[config.mk]
export PLATFORM = sky130hd
export DESIGN_NAME = contention_arbiter
export DESIGN_NICKNAME = d
export VERILOG_FILES = /design/src/rtl/arb_pkg.sv /design/src/rtl/port_tracker.sv /design/src/rtl/contention_core.sv /design/src/rtl/write_gate.sv /design/src/rtl/contention_arbiter.sv
export SDC_FILE = /design/constraint.sdc
export NUM_CORES = 1
export LEC_CHECK = 0
export BUFFER_PORTS_ARGS = -buffer_cell sky130_fd_sc_hd__buf_2
export CORE_UTILIZATION = 52
export CTS_BUF_LIST = sky130_fd_sc_hd__clkbuf_4 sky130_fd_sc_hd__clkbuf_8
export CTS_CLUSTER_DIAMETER = 30
export CTS_CLUSTER_SIZE = 30
export DETAILED_ROUTE_END_ITERATION = 7
export GPL_TIMING_DRIVEN = 0
export MAX_ROUTING_LAYER = met4
export PLACE_DENSITY = 0.91
export SLEW_MARGIN = 20
export SYNTH_ARGS = -nofsm -noshare
export SYNTH_HDL_FRONTEND = slang
export SYNTH_HIERARCHICAL = 1
export SYNTH_SLANG_ARGS = --single-unit
[constraint.sdc]
create_clock -name clk -period 2.55 [get_ports clk]
set_input_delay 0.1275 -clock clk [delete_from_list [all_inputs] [get_ports clk]]
set_output_delay 0.1275 -clock clk [all_outputs]
set_load 0.05 [all_outputs]
[src/rtl/arb_pkg.sv]
package arb_pkg;
  typedef enum logic [1:0] {
    GNT_NONE  = 2'd0,
    GNT_LEFT  = 2'd1,
    GNT_RIGHT = 2'd2
  } gnt_e;
endpackage

[src/rtl/port_tracker.sv]
// Remembers a port's enable and address from the last edge and flags
// when the port has just arrived on its current address.
module port_tracker #(
  parameter int ADDR_W = 12
) (
  input  logic              clk,
  input  logic              rst_n,
  input  logic              en,
  input  logic [ADDR_W-1:0] addr,
  output logic              fresh
);
  logic              en_q;
  logic [ADDR_W-1:0] addr_q;

  always_ff @(posedge clk or negedge rst_n) begin
    if (!rst_n) begin
      en_q   <= 1'b0;
      addr_q <= '0;
    end else begin
      en_q   <= en;
      addr_q <= addr;
    end
  end

  assign fresh = en && (!en_q || (addr_q != addr));
endmodule

[src/rtl/contention_core.sv]
// Grant state machine: decides the owner of a contended word.
module contention_core #(
  parameter int ADDR_W = 12
) (
  input  logic              clk,
  input  logic              rst_n,
  input  logic              l_en,
  input  logic [ADDR_W-1:0] l_addr,
  input  logic              l_fresh,
  input  logic              r_en,
  input  logic [ADDR_W-1:0] r_addr,
  input  logic              r_fresh,
  output arb_pkg::gnt_e     gnt_q,
  output arb_pkg::gnt_e     gnt_nxt
);
  import arb_pkg::*;

  logic match;
  logic winner_moved;

  assign match = l_en && r_en && (l_addr == r_addr);

  always_comb begin
    winner_moved = 1'b0;
    case (gnt_q)
      GNT_LEFT:  winner_moved = l_fresh;
      GNT_RIGHT: winner_moved = r_fresh;
      default:   winner_moved = 1'b1;
    endcase
  end

  always_comb begin
    gnt_nxt = gnt_q;
    if (!match) begin
      gnt_nxt = GNT_NONE;
    end else if (winner_moved) begin
      // whoever was already on the word keeps it; ties go left
      if (r_fresh && !l_fresh) gnt_nxt = GNT_LEFT;
      else if (l_fresh && !r_fresh) gnt_nxt = GNT_RIGHT;
      else gnt_nxt = GNT_LEFT;
    end
  end

  always_ff @(posedge clk or negedge rst_n) begin
    if (!rst_n) gnt_q <= GNT_NONE;
    else        gnt_q <= gnt_nxt;
  end
endmodule

[src/rtl/write_gate.sv]
// Turns raw write strobes into qualified write enables.
module write_gate (
  input  logic          master_mode,
  input  arb_pkg::gnt_e gnt_nxt,
  input  logic          busy_l_in_n,
  input  logic          busy_r_in_n,
  input  logic          l_en,
  input  logic          l_wr,
  input  logic          r_en,
  input  logic          r_wr,
  output logic          l_wr_ok,
  output logic          r_wr_ok
);
  import arb_pkg::*;

  logic l_block;
  logic r_block;

  always_comb begin
    if (master_mode) begin
      l_block = (gnt_nxt == GNT_RIGHT);
      r_block = (gnt_nxt == GNT_LEFT);
    end else begin
      l_block = !busy_l_in_n;
      r_block = !busy_r_in_n;
    end
  end

  assign l_wr_ok = l_en && l_wr && !l_block;
  assign r_wr_ok = r_en && r_wr && !r_block;
endmodule

[src/rtl/contention_arbiter.sv]
module contention_arbiter #(
  parameter int ADDR_W = 12
) (
  input  logic              clk,
  input  logic              rst_n,
  input  logic              master_mode,
  input  logic              l_en,
  input  logic [ADDR_W-1:0] l_addr,
  input  logic              l_wr,
  input  logic              r_en,
  input  logic [ADDR_W-1:0] r_addr,
  input  logic              r_wr,
  input  logic              busy_l_in_n,
  input  logic              busy_r_in_n,
  output logic              busy_l_n,
  output logic              busy_r_n,
  output logic              l_wr_ok,
  output logic              r_wr_ok
);
  import arb_pkg::*;

  logic l_fresh;
  logic r_fresh;
  gnt_e gnt_q;
  gnt_e gnt_nxt;

  port_tracker #(.ADDR_W(ADDR_W)) u_trk_l (
    .clk(clk), .rst_n(rst_n), .en(l_en), .addr(l_addr), .fresh(l_fresh)
  );

  port_tracker #(.ADDR_W(ADDR_W)) u_trk_r (
    .clk(clk), .rst_n(rst_n), .en(r_en), .addr(r_addr), .fresh(r_fresh)
  );

  contention_core #(.ADDR_W(ADDR_W)) u_core (
    .clk(clk), .rst_n(rst_n),
    .l_en(l_en), .l_addr(l_addr), .l_fresh(l_fresh),
    .r_en(r_en), .r_addr(r_addr), .r_fresh(r_fresh),
    .gnt_q(gnt_q), .gnt_nxt(gnt_nxt)
  );

  write_gate u_gate (
    .master_mode(master_mode), .gnt_nxt(gnt_nxt),
    .busy_l_in_n(busy_l_in_n), .busy_r_in_n(busy_r_in_n),
    .l_en(l_en), .l_wr(l_wr), .r_en(r_en), .r_wr(r_wr),
    .l_wr_ok(l_wr_ok), .r_wr_ok(r_wr_ok)
  );

  // the registered grant drives busy; the mode strap only masks it
  assign busy_l_n = !(master_mode && (gnt_q == GNT_RIGHT));
  assign busy_r_n = !(master_mode && (gnt_q == GNT_LEFT));
endmodule

# Word level (Yosys, flattened, before mapping)
# Index checks and enable logic that the tools add are counted.
dict set report classes {
  muxes 7
  n_eq_ne 7
  bitwise_logic 0
  mul 0
  addsub 0
  shift 0
  n_reduce_logical 24
  magnitude_cmp 0
  div 0
}
# operator n
set ops {}
lappend ops {{!= test 12 bit} 2}
lappend ops {{equality test 12 bit} 1}
lappend ops {{logical AND 1 bit} 12}
lappend ops {{logical NOT 1 bit} 10}
lappend ops {{two-way mux 2 bit} 4}
lappend ops {{equality test 2 x 1 -> 1 bit (second input constant)} 2}
lappend ops {{equality test 2 bit (second input constant)} 2}
lappend ops {{logical OR 1 bit} 2}
lappend ops {{two-way mux 1 bit} 2}
lappend ops {{one-hot mux 1 bit (2 select lines)} 1}
dict set report word_totals {
  mem_count 0
  rom_bits 0
  output_inout_bits 4
  latchBits 0
  ram_bits 0
  in_bits 33
  ff_bits 28
  elab_cells 43
}

# Depth between registers and ports, before layout
dict set report logic_depth {
  word_depth 13
  depth_mapped 10
  depth_no_buf 10
}

# By module
# The synthesis kept the hierarchy.
# mod area_per_inst_um2 seq_area_each_um2 cells_per_inst n_inst
set modules_own_cells {}
lappend modules_own_cells {port_tracker 461.7 325.3 30 2}
lappend modules_own_cells {contention_core 280.3 50.0 33 1}
lappend modules_own_cells {write_gate 35.0 0.0 6 1}
lappend modules_own_cells {contention_arbiter 15.0 0.0 2 1}

# Worst setup path after synthesis
# No wires, ideal clock.
dict set report synth_path {
  kind {register to output}
  startpoint {reg u_trk_l.addr_q[3]}
  endpoint {out l_wr_ok}
  path_buffers 0
  setup_slack_ps -74
  t_required_ps 2423
  t_arrival_ps 2496
  path_stages_with_launch 10
  cell_sequence {dfrtp_1 -> xor2_1 -> nor4_1 -> nand3_1 -> o31a_1 -> o21ai_0 -> a21oi_1 -> a311oi_2 -> inv_1 -> a31oi_1}
}
dict set report synth_via {
  elab_chain_len 12
  elab_cells_between_ends 15
  classes_between {eq/ne (2); mux (6); reduce/logical (7)}
}
# item line_no
set synth_rtl {}
lappend synth_rtl {{start, declared} port_tracker.sv:13} ;# logic [ADDR_W-1:0] addr_q;
lappend synth_rtl {{start signal, assigned} port_tracker.sv:21} ;# addr_q <= addr;
lappend synth_rtl {{!= test 12 bit (*)} port_tracker.sv:25} ;# assign fresh = en && (!en_q || (addr_q != addr));
lappend synth_rtl {{logical OR 1 bit (*)} port_tracker.sv:25}
lappend synth_rtl {{logical AND 1 bit (*)} port_tracker.sv:25}
lappend synth_rtl {{net l_fresh} contention_arbiter.sv:22} ;# logic l_fresh;
lappend synth_rtl {{logical AND 1 bit or logical NOT 1 bit (tied branches)} {contention_core.sv:39, contention_core.sv:38}}
lappend synth_rtl {{two-way mux 2 bit or logical AND 1 bit (tied branches)} {contention_core.sv:39, contention_core.sv:38}}
lappend synth_rtl {{two-way mux 2 bit} contention_core.sv:38} ;# if (r_fresh && !l_fresh) gnt_nxt = GNT_LEFT;
lappend synth_rtl {{two-way mux 2 bit (*)} contention_core.sv:36} ;# end else if (winner_moved) begin
lappend synth_rtl {{two-way mux 2 bit (*)} contention_core.sv:34} ;# if (!match) begin
lappend synth_rtl {{net gnt_nxt[0]} contention_arbiter.sv:25} ;# gnt_e gnt_nxt;
lappend synth_rtl {{equality test 2 bit (*)} write_gate.sv:21} ;# l_block = (gnt_nxt == GNT_RIGHT);
lappend synth_rtl {{two-way mux 1 bit (*)} write_gate.sv:20} ;# if (master_mode) begin
lappend synth_rtl {{logical NOT 1 bit (*)} write_gate.sv:29} ;# assign l_wr_ok = l_en && l_wr && !l_block;
lappend synth_rtl {{logical AND 1 bit (*)} write_gate.sv:29}
lappend synth_rtl {{end, declared} contention_arbiter.sv:17} ;# output logic l_wr_ok,
# Mark *: on every way through the listed nets, which the timed path passes. The rest lies on a longest branch.

# Worst setup path in the final report
# Ends and elaborated chain as after synthesis.

==> flow_summary.ini <==
[drt]
detailedRoute.firstIterationViolations = 30
remaining_drc_errors = 0
drt-pass1-iter-count = 4
post_drt_wl_per_cell_um = 15.8
detail_route.vias_per_cell = 5.28
route.antenna.remaining_nets = 0
dr_total_vias = 1040
routed_wl_um = 3120

[setup_path]
path_buf_inv = 2
cp_top_family = compound AO/OA/AOI/OAI gates
worst_path_largest_cell_delay_ns = 0.40
critical_path_arrival_ns = 2.56
critPathRequiredTime_ns = 2.42
critical_path.reg2reg.endpoint = u_core/gnt_q[1]
r2r_start = u_trk_l/addr_q[3]
reg2reg_slack_ns = 0.56
worstRegToRegCells = 9
critPathLaunchType = flop
cpMaxStageDelayCell = sky130_fd_sc_hd__dfrtp_1
end_kind = output port
worstPathMaxFanout = 2
crit_path_cell_trace = xor2_1 -> nor4_2 -> nand3_1 -> o31a_1 -> o21ai_2 -> o21ai_1 -> a32oi_1 -> nor2_1 -> buf_4 -> a31oi_4 -> buf_6
critical_path_class = flop to output port

[hold_path]
whs_endpoint = u_core/gnt_q[0]
worstHoldStart = l_addr[0]
hold_class = input pin to flop
timing.hold.worst_path_depth = 5

[grt]
maximum_number_of_pins_on_one_net_before_global_route_repair = 29
antenna_violations_before_repair = 0
grt_pass1_vias = 1134
grt_remaining_overflow = 0
grt_use_total_pct = 29.4
global_route_wire_length_before_repair_um = 5320

[status]
run_status = finished with violations
failed_checks = setup timing

[layout]
syn_to_final_growth_pct = 46.5
final-instance-count-excl-fill = 197
post_route_cells_drive_above_1_share_pct = 27.8
post-route-cell-area_mm2 = 0.00184
finish.utilization_pct = 82.2
diodes = 0
layout.nets = 205
final_common_cell = sky130_fd_sc_hd__buf_2
final_cell_mix = sky130_fd_sc_hd__buf_2, sky130_fd_sc_hd__xnor2_1, sky130_fd_sc_hd__dfrtp_1

[floorplan]
io_pins = 37
die_area_mm2 = 0.00261
die_x_um = 51.1
initial_core_utilization_pct = 56.1
core_region_area_mm2 = 0.00223
row_count = 17
dieHeight_um = 51.1

[logic_synthesis]
netlist-cell-type-count = 19
postSynthAreaPerCell_um2 = 12.4
synth_nets = 136
synth_seq_cells = 28
mappedNetlistArea_mm2 = 0.00125
postSynthCellCount = 101
ys.warnings.count = 6
synth_sequential_area_ratio_pct = 55.9

[run]
drv.max_cap_violation_count = 0

[place]
place.detailed.instances = 165
routability_congestion_estimate_from_global_placement = 0.766
dpl.hpwl_um = 1920
postPlaceCellArea_mm2 = 0.00148
portBuffers = 36

[pwr]
static-leakage-power_nw = 0.773
design_power_total_w = 0.000929
power_density_mw_per_mm2 = 506
worst_ir_drop_vdd_mv = 0.489

[clock_tree]
clkSinkCount = 28
tritoncts = built
tritoncts.num_buffers = 3
clk_pin_slew_worst_paths_ns = 0.15
clock-root-buffer = sky130_fd_sc_hd__clkbuf_4
clk_latency_ns = 0.32
cts_htree_levels = 1
cts_buffer_depth = 2

[timing]
maxClockFrequency_mhz = 372
timing.final.crit_share_pct = 106
setup_viol_count_final = 2
slew_headroom_pct = 61.2
timing_max_transition_violations_final = 0
timing.clock.skew_ns = 0.00466
period_minus_slack_ns = 2.69
timing_worst_slew_pin_value_ns = 0.583
totalNegativeSetupSlack_ns = -0.276
rsz0062_at_grt = true
timing_hold_violations_final = 0
layout_setup_ws_ns = -0.141
cell usage after synthesis:
library cell	number	area [um2]
sky130_fd_sc_hd__a21oi_1	2	10.0
sky130_fd_sc_hd__a311oi_2	1	15.0
sky130_fd_sc_hd__a31oi_1	2	12.5
sky130_fd_sc_hd__a32oi_1	1	8.76
sky130_fd_sc_hd__dfrtp_1	28	701
sky130_fd_sc_hd__ha_1	2	25.0
sky130_fd_sc_hd__inv_1	6	22.5
sky130_fd_sc_hd__nand2_1	1	3.75
sky130_fd_sc_hd__nand3_1	6	30.0
sky130_fd_sc_hd__nand3b_1	2	15.0
sky130_fd_sc_hd__nand4_1	4	25.0
sky130_fd_sc_hd__nor2_1	1	3.75
sky130_fd_sc_hd__nor4_1	2	12.5
sky130_fd_sc_hd__o211ai_1	2	15.0
sky130_fd_sc_hd__o21ai_0	2	10.0
sky130_fd_sc_hd__o31a_1	2	17.5
sky130_fd_sc_hd__or4_4	1	11.3
sky130_fd_sc_hd__xnor2_1	28	245
sky130_fd_sc_hd__xor2_1	8	70.1
area by class of cell:
cell class	instances	area, um2
clock buffer	3	22.5
sequential	28	701
fill	106	397
timing repair buffer	64	467
tap	28	35.0
inverter	6	22.5
multi-input combinational	67	559
clock inverter	1	30.0
tightest hold or removal path, delay by kind of cell:
family	cells	cell delay, ns
AO/OA/AOI/OAI	1	0.05
XOR/XNOR	1	0.07
buffers and inverters	1	0.12
AND/OR/NAND/NOR	2	0.21
where the power goes:
part / total (W) / internal, W / leakage [nW] / switching (W)
clock: 0.000287 / 0.000159 / 0.0279 / 0.000128
combinational: 0.000168 / 0.0000891 / 0.414 / 0.0000786
sequential: 0.000474 / 0.000465 / 0.331 / 0.00000964
total: 0.000929 / 0.000713 / 0.773 / 0.000217
cell families (layout without fill, tap and decap cells):
kind of cell	after synthesis	count (layout)	share of synthesized area, %
xor+xnor	36	36	25.2
flops	28	28	55.9
simple gates	17	17	8.08
compound gates	12	12	7.09
buf+inv	6	74	1.80
fa+ha+maj	2	2	2.00
metrics by stage:
stage                     hold slack (ns)  setup WS (ns)
after global routing                0.302         -0.263
after global placement              0.144          0.206
final                               0.284         -0.141
after CTS                           0.270         -0.174
after floorplan                    -0.168        -0.0271
after detailed placement            0.165         0.0900
how the worst max path moves through the flow:
| stage | start | end | slack, ns | cells after the start |
|---|---|---|---|---|
| floorplan | u_trk_l/addr_q[3] | r_wr_ok | -0.03 | 9 |
| global placement | u_trk_l/addr_q[3] | l_wr_ok | 0.21 | 10 |
| detailed placement | u_trk_l/addr_q[3] | r_wr_ok | 0.09 | 10 |
| CTS | u_trk_l/addr_q[11] | l_wr_ok | -0.17 | 11 |
| global route | u_trk_l/addr_q[3] | r_wr_ok | -0.26 | 10 |
| finish | u_trk_l/addr_q[3] | l_wr_ok | -0.14 | 11 |
state kept, by name (all words and copies together), names as in the netlist:
signal / count
u_core/gnt_q: 2
u_trk_l/addr_q: 12
u_trk_l/en_q: 1
u_trk_r/addr_q: 12
u_trk_r/en_q: 1
repair_timing:
item | in CTS | in global routing
setup endpoints to repair | 2 | 2
setup buffers | 1 | 0
gates resized for setup | 7 | 2
endpoints found under the hold margin | 54 | 0
pin swaps | 5 | 5
hold buffers | 27 | 0
per-layer routing:
metal	routed length (um)	share of wire [%]	GRT usage (%)	vias to the layer above
met5	0	0	-	-
met4	82	2.6	10.2	0
met3	98	3.1	3.87	12
met2	1690	54	52.4	35
met1	1250	40	33.9	506
li1	-	-	-	487
(Power assumes the default switching activity.)
